`config.mk`:
```
export PLATFORM = sky130hd
export DESIGN_NAME = usbsw_claim_ctrl
export DESIGN_NICKNAME = d
export VERILOG_FILES = /design/src/rtl/usbsw_pkg.sv /design/src/rtl/usbsw_claim_decode.sv /design/src/rtl/usbsw_switch_fsm.sv /design/src/rtl/usbsw_reg_read.sv /design/src/rtl/usbsw_claim_ctrl.sv
export SDC_FILE = /design/constraint.sdc
export NUM_CORES = 1
export LEC_CHECK = 0
export ABC_AREA = 1
export BUFFER_PORTS_ARGS = -buffer_cell sky130_fd_sc_hd__clkbuf_2
export CORE_MARGIN = 1
export CORE_UTILIZATION = 31
export DETAILED_ROUTE_END_ITERATION = 12
export PLACE_DENSITY = 0.84
export SLEW_MARGIN = 40
export SYNTH_ARGS = -nofsm -noshare
export SYNTH_HDL_FRONTEND = slang
export SYNTH_SLANG_ARGS = --single-unit
```
`constraint.sdc`:
```
create_clock -name clk -period 0.8 [get_ports clk]
set_input_delay 0.16 -clock clk [delete_from_list [all_inputs] [get_ports clk]]
set_output_delay 0.16 -clock clk [all_outputs]
set_load 0.05 [all_outputs]
```
`src/rtl/usbsw_pkg.sv`:
```
package usbsw_pkg;

    typedef enum logic [1:0] {
        RES_OK      = 2'b00,
        RES_INVALID = 2'b01,
        RES_BUSY    = 2'b10
    } claim_res_e;

    typedef enum logic {
        SW_OPEN   = 1'b0,
        SW_LOCKED = 1'b1
    } sw_state_e;

endpackage

```
`src/rtl/usbsw_claim_decode.sv`:
```
module usbsw_claim_decode
    import usbsw_pkg::*;
#(
    parameter int PORT_W = 2,
    parameter int ARGC_W = 2
) (
    input  logic [PORT_W-1:0] port,
    input  logic [ARGC_W-1:0] argc,
    input  logic              sel,
    input  logic              locked,
    input  logic              rec_sel,
    output claim_res_e        res,
    output logic              take
);
    localparam logic [ARGC_W-1:0] ARGC_NONE = '0;
    localparam logic [ARGC_W-1:0] ARGC_ONE  = ARGC_W'(1);

    always_comb begin
        res  = RES_INVALID;
        take = 1'b0;
        if (port == PORT_W'(0)) begin
            res = (argc == ARGC_NONE) ? RES_OK : RES_INVALID;
        end else if (port == PORT_W'(1)) begin
            if (argc != ARGC_ONE) begin
                res = RES_INVALID;
            end else if (!locked) begin
                res  = RES_OK;
                take = 1'b1;
            end else begin
                res = (sel == rec_sel) ? RES_OK : RES_BUSY;
            end
        end
    end

endmodule

```
`src/rtl/usbsw_switch_fsm.sv`:
```
module usbsw_switch_fsm
    import usbsw_pkg::*;
(
    input  logic clk,
    input  logic rst_n,
    input  logic take,
    input  logic take_sel,
    output logic locked,
    output logic host_sel
);
    sw_state_e state_q, state_d;
    logic      sel_q, sel_d;

    // state register
    always_ff @(posedge clk) begin
        if (!rst_n) begin
            state_q <= SW_OPEN;
            sel_q   <= 1'b0;
        end else begin
            state_q <= state_d;
            sel_q   <= sel_d;
        end
    end

    // transitions TAKE and HOLD
    always_comb begin
        state_d = state_q;
        sel_d   = sel_q;
        unique case (state_q)
            SW_OPEN: begin
                if (take) begin
                    state_d = SW_LOCKED;
                    sel_d   = take_sel;
                end
            end
            SW_LOCKED: begin
                state_d = SW_LOCKED;
            end
        endcase
    end

    // outputs
    always_comb begin
        locked   = (state_q == SW_LOCKED);
        host_sel = sel_q;
    end

endmodule

```
`src/rtl/usbsw_reg_read.sv`:
```
module usbsw_reg_read #(
    parameter int ADDR_W    = 12,
    parameter int DATA_W    = 32,
    parameter int MISC_OFS  = 'h008,
    parameter int VER_OFS   = 'h3F4,
    parameter int VER_MAJOR = 1,
    parameter int VER_MINOR = 0
) (
    input  logic              clk,
    input  logic              rst_n,
    input  logic              rd_en,
    input  logic [ADDR_W-1:0] rd_addr,
    input  logic              host_sel,
    output logic              rd_valid,
    output logic [DATA_W-1:0] rd_data
);
    localparam logic [ADDR_W-1:0] MISC_A   = ADDR_W'(MISC_OFS);
    localparam logic [ADDR_W-1:0] VER_A    = ADDR_W'(VER_OFS);
    localparam logic [DATA_W-1:0] VER_WORD =
        DATA_W'(((VER_MAJOR % 16) * 16) + (VER_MINOR % 16));

    logic [DATA_W-1:0] word_d;

    always_comb begin
        word_d = '0;
        if (rd_addr == MISC_A) begin
            word_d[0] = host_sel;
        end else if (rd_addr == VER_A) begin
            word_d = VER_WORD;
        end
    end

    always_ff @(posedge clk) begin
        if (!rst_n) begin
            rd_valid <= 1'b0;
            rd_data  <= '0;
        end else begin
            rd_valid <= rd_en;
            rd_data  <= rd_en ? word_d : '0;
        end
    end

endmodule

```
`src/rtl/usbsw_claim_ctrl.sv`:
```
module usbsw_claim_ctrl
    import usbsw_pkg::*;
#(
    parameter int PORT_W    = 2,
    parameter int ARGC_W    = 2,
    parameter int ADDR_W    = 12,
    parameter int DATA_W    = 32,
    parameter int VER_MAJOR = 1,
    parameter int VER_MINOR = 0
) (
    input  logic              clk,
    input  logic              rst_n,
    input  logic              req_valid,
    input  logic [PORT_W-1:0] req_port,
    input  logic [ARGC_W-1:0] req_argc,
    input  logic              req_sel,
    output logic              resp_valid,
    output logic [1:0]        resp_code,
    output logic              sw_locked,
    output logic              sw_host_sel,
    input  logic              rd_en,
    input  logic [ADDR_W-1:0] rd_addr,
    output logic              rd_valid,
    output logic [DATA_W-1:0] rd_data
);
    claim_res_e res;
    logic       take;

    usbsw_claim_decode #(.PORT_W(PORT_W), .ARGC_W(ARGC_W)) i_decode (
        .port    (req_port),
        .argc    (req_argc),
        .sel     (req_sel),
        .locked  (sw_locked),
        .rec_sel (sw_host_sel),
        .res     (res),
        .take    (take)
    );

    usbsw_switch_fsm i_fsm (
        .clk      (clk),
        .rst_n    (rst_n),
        .take     (take && req_valid),
        .take_sel (req_sel),
        .locked   (sw_locked),
        .host_sel (sw_host_sel)
    );

    usbsw_reg_read #(
        .ADDR_W    (ADDR_W),
        .DATA_W    (DATA_W),
        .VER_MAJOR (VER_MAJOR),
        .VER_MINOR (VER_MINOR)
    ) i_rd (
        .clk      (clk),
        .rst_n    (rst_n),
        .rd_en    (rd_en),
        .rd_addr  (rd_addr),
        .host_sel (sw_host_sel),
        .rd_valid (rd_valid),
        .rd_data  (rd_data)
    );

    always_ff @(posedge clk) begin
        if (!rst_n) begin
            resp_valid <= 1'b0;
            resp_code  <= RES_OK;
        end else begin
            resp_valid <= req_valid;
            resp_code  <= req_valid ? res : RES_OK;
        end
    end

endmodule

```
==> results.sh <==
export IMPL_status="finished, violations left"
export IMPL_violations="setup timing"
export IMPL_syn_avg_cell_area_um2=7.10
export IMPL_setup_viol=9
export IMPL_irDropWorstVdd_mv=0.590
export IMPL_final_fill_count=169
export IMPL_startpoint_type="flop"
export IMPL_ys_types=16
export IMPL_synth_top_family_by_area="buffers and inverters"
export IMPL_cpMaxStageDelayCell="dfxtp_4"
export IMPL_clkTransAtPathRegs_ns=0.05
export IMPL_antenna_found_initial=0
export IMPL_cp_end_kind="output pin"
export IMPL_num_antenna_cells=0
export IMPL_grt_pass1_vias=434
export IMPL_fin_ws_ns=-0.149
export IMPL_path_cells="clkbuf_16"
export IMPL_clockBufferDepth=2
export IMPL_critical_path_buf_inv_count=1
export IMPL_cts_buffers=3
export IMPL_die_w_um=45.6
export IMPL_synth_seq_cells=8
export IMPL_mostFrequentLayoutCells="30 x conb_1, 20 x clkbuf_2, 11 x nand2_1"
export IMPL_netlist_area_um2=589
export IMPL_synth_compound_area_share_pct=2.12
export IMPL_seq_area_frac_synth_pct=27.2
export IMPL_slew_viol_final=0
export IMPL_yosys_area_top_type_share_pct=38.2
export IMPL_final_layout_size_suffix_gt1_share_pct=40.9
export IMPL_detail_route_antenna_nets=0
export IMPL_hp_class="in2reg"
export IMPL_core_area_um2=1750
export IMPL_gp_congestion=0.629
export IMPL_hold_viol_final=0
export IMPL_grt_max_degree=5
export IMPL_synth_warnings=0
export IMPL_die_y_um=45.6
export IMPL_io_pins=59
export IMPL_grt_pass1_wl_mm=1.52
export IMPL_finish_net_count=138
export IMPL_cts_hold_buffers=0
export IMPL_io_buffers=28
export IMPL_drt_pass1_iter_count=3
export IMPL_clockRootBuffer="clkbuf_4"
export IMPL_path_class="reg2out"
export IMPL_timing_hold_ws_ns=0.140
export IMPL_tns_ns=-0.808
export IMPL_vias=518
export IMPL_rsz0062_at_grt="true"
export IMPL_grt_overflow=0
export IMPL_drc_errors=0
export IMPL_row_count=15
export IMPL_cts_max_level=1
export IMPL_power_density_nw_per_um2=1500
export IMPL_synth_adder_area_share_pct=0
export IMPL_track_usage_pct=10.8
export IMPL_netlist_top_cell_by_area="buf_4"
export IMPL_finalCritPeriodShare_pct=119
export IMPL_synthMuxAreaShare_pct=0
export IMPL_drt_iter0_markers=2
export IMPL_fin_skew_ns=0.00213
export IMPL_fin_util_pct=47.3
export IMPL_cts_tree="yes"
export IMPL_post_route_min_period_ns=0.949
export IMPL_area_growth_pct=40.1
export IMPL_worst_path_max_fanout=3
export IMPL_cp_required_ns=0.64
export IMPL_fin_cells=140
export IMPL_power_uw=1240
export IMPL_clock_latency_ns=0.26
export IMPL_cts_sinks=8
export IMPL_final_common_cell="conb_1"
export IMPL_max_stage_delay_ns=0.37
export IMPL_wirelength_mm=1.15
export IMPL_synth_simple_area_share_pct=23.1
export IMPL_dpl_cell_count=135
export IMPL_initial_core_util_pct=33.8
export IMPL_ys_top_cells_by_area="buf_4 38%, dfxtp_1 27%, nand2_1 7.0%"
export IMPL_dp_hpwl_um=841
export IMPL_max_cap_violations=0
export IMPL_wl_per_cell_um=8.22
export IMPL_leakage_uw=0.000445
export IMPL_cp_data_arrival_time_ns=0.79
export IMPL_dieArea_um2=2080
export IMPL_syn_inst=83
export IMPL_vias_per_cell=3.70
export IMPL_synthXorXnorAreaFrac_pct=2.97
export IMPL_path_delay_family="flip-flops"
export IMPL_max_clock_freq_mhz=1050
[routing by layer]
layer	up-vias	global-route usage (%)	wire [µm]
met5	-	0	0
met4	0	9.09	26
met3	3	3.57	74
met2	34	21.7	636
met1	226	7.66	413
li1	255	-	-
[power breakdown]
group | switching (µW) | internal, µW
logic | 411 | 95.8
clock network | 143 | 172
registers | 7.99 | 406
[cell families after synthesis]
family / count (synthesis)
XOR/XNOR: 2
AND/OR/NAND/NOR: 31
AO/OA/AOI/OAI: 2
buffers and inverters: 39
flip-flops: 8
other: 1
[cells in the mapped netlist]
| cell | n |
|---|---|
| buf_4 | 30 |
| nand2_1 | 11 |
| nor2_1 | 10 |
| inv_1 | 9 |
| dfxtp_1 | 8 |
| nand3_1 | 3 |
| nor3_1 | 2 |
| xnor2_1 | 2 |
| a21boi_0 | 1 |
| a21oi_1 | 1 |
| and2_1 | 1 |
| conb_1 | 1 |
| nand3b_1 | 1 |
| nand4_1 | 1 |
| nor2_2 | 1 |
| or2_0 | 1 |
[state kept, by name (all words and copies together) (netlist names)]
name            count
i_fsm.host_sel      1
i_fsm.locked        1
i_rd.rd_data        2
i_rd.rd_valid       1
resp_code           2
resp_valid          1
[final timing paths]
check               startpoint              end  slack, ns  depth (start not counted)
setup / recovery  i_fsm.locked        sw_locked      -0.15                          1
hold / removal      rd_addr[5]  i_rd.rd_data[4]       0.14                          3
setup reg to reg  i_fsm.locked   i_fsm.host_sel      -0.01                          5
hold reg to reg   i_fsm.locked     i_fsm.locked       0.57                          3
[what timing repair did]
| action | CTS | global route |
|---|---|---|
| pin swaps | 1 | 1 |
| gates resized for setup | 24 | 12 |
| setup endpoints to repair | 9 | 11 |
| buffers inserted | 2 | 0 |
[worst min-delay path, cell delays in order]
cell      delay, ns
clkbuf_2       0.09
nand3_1        0.07
nor3_1         0.04
[through the flow]
stage / worst slack [ns] / instance area, µm²
after floorplan: 0.00146 / 708
after global placement: 0.0300 / 654
after detailed placement: 0.00547 / 654
after CTS: -0.145 / 792
after global routing: -0.166 / 826
final: -0.149 / 826
[final cells by class]
class | count | area (µm²) | area share [%]
Inverter | 9 | 33.8 | 4.09
Clock buffer | 3 | 22.5 | 2.73
Timing Repair Buffer | 30 | 259 | 31.4
Tap cell | 25 | 31.3 | 3.79
Multi-Input combinational cell | 65 | 304 | 36.8
Sequential cell | 8 | 175 | 21.2
Note: power is estimated with default switching activity, not from simulation.
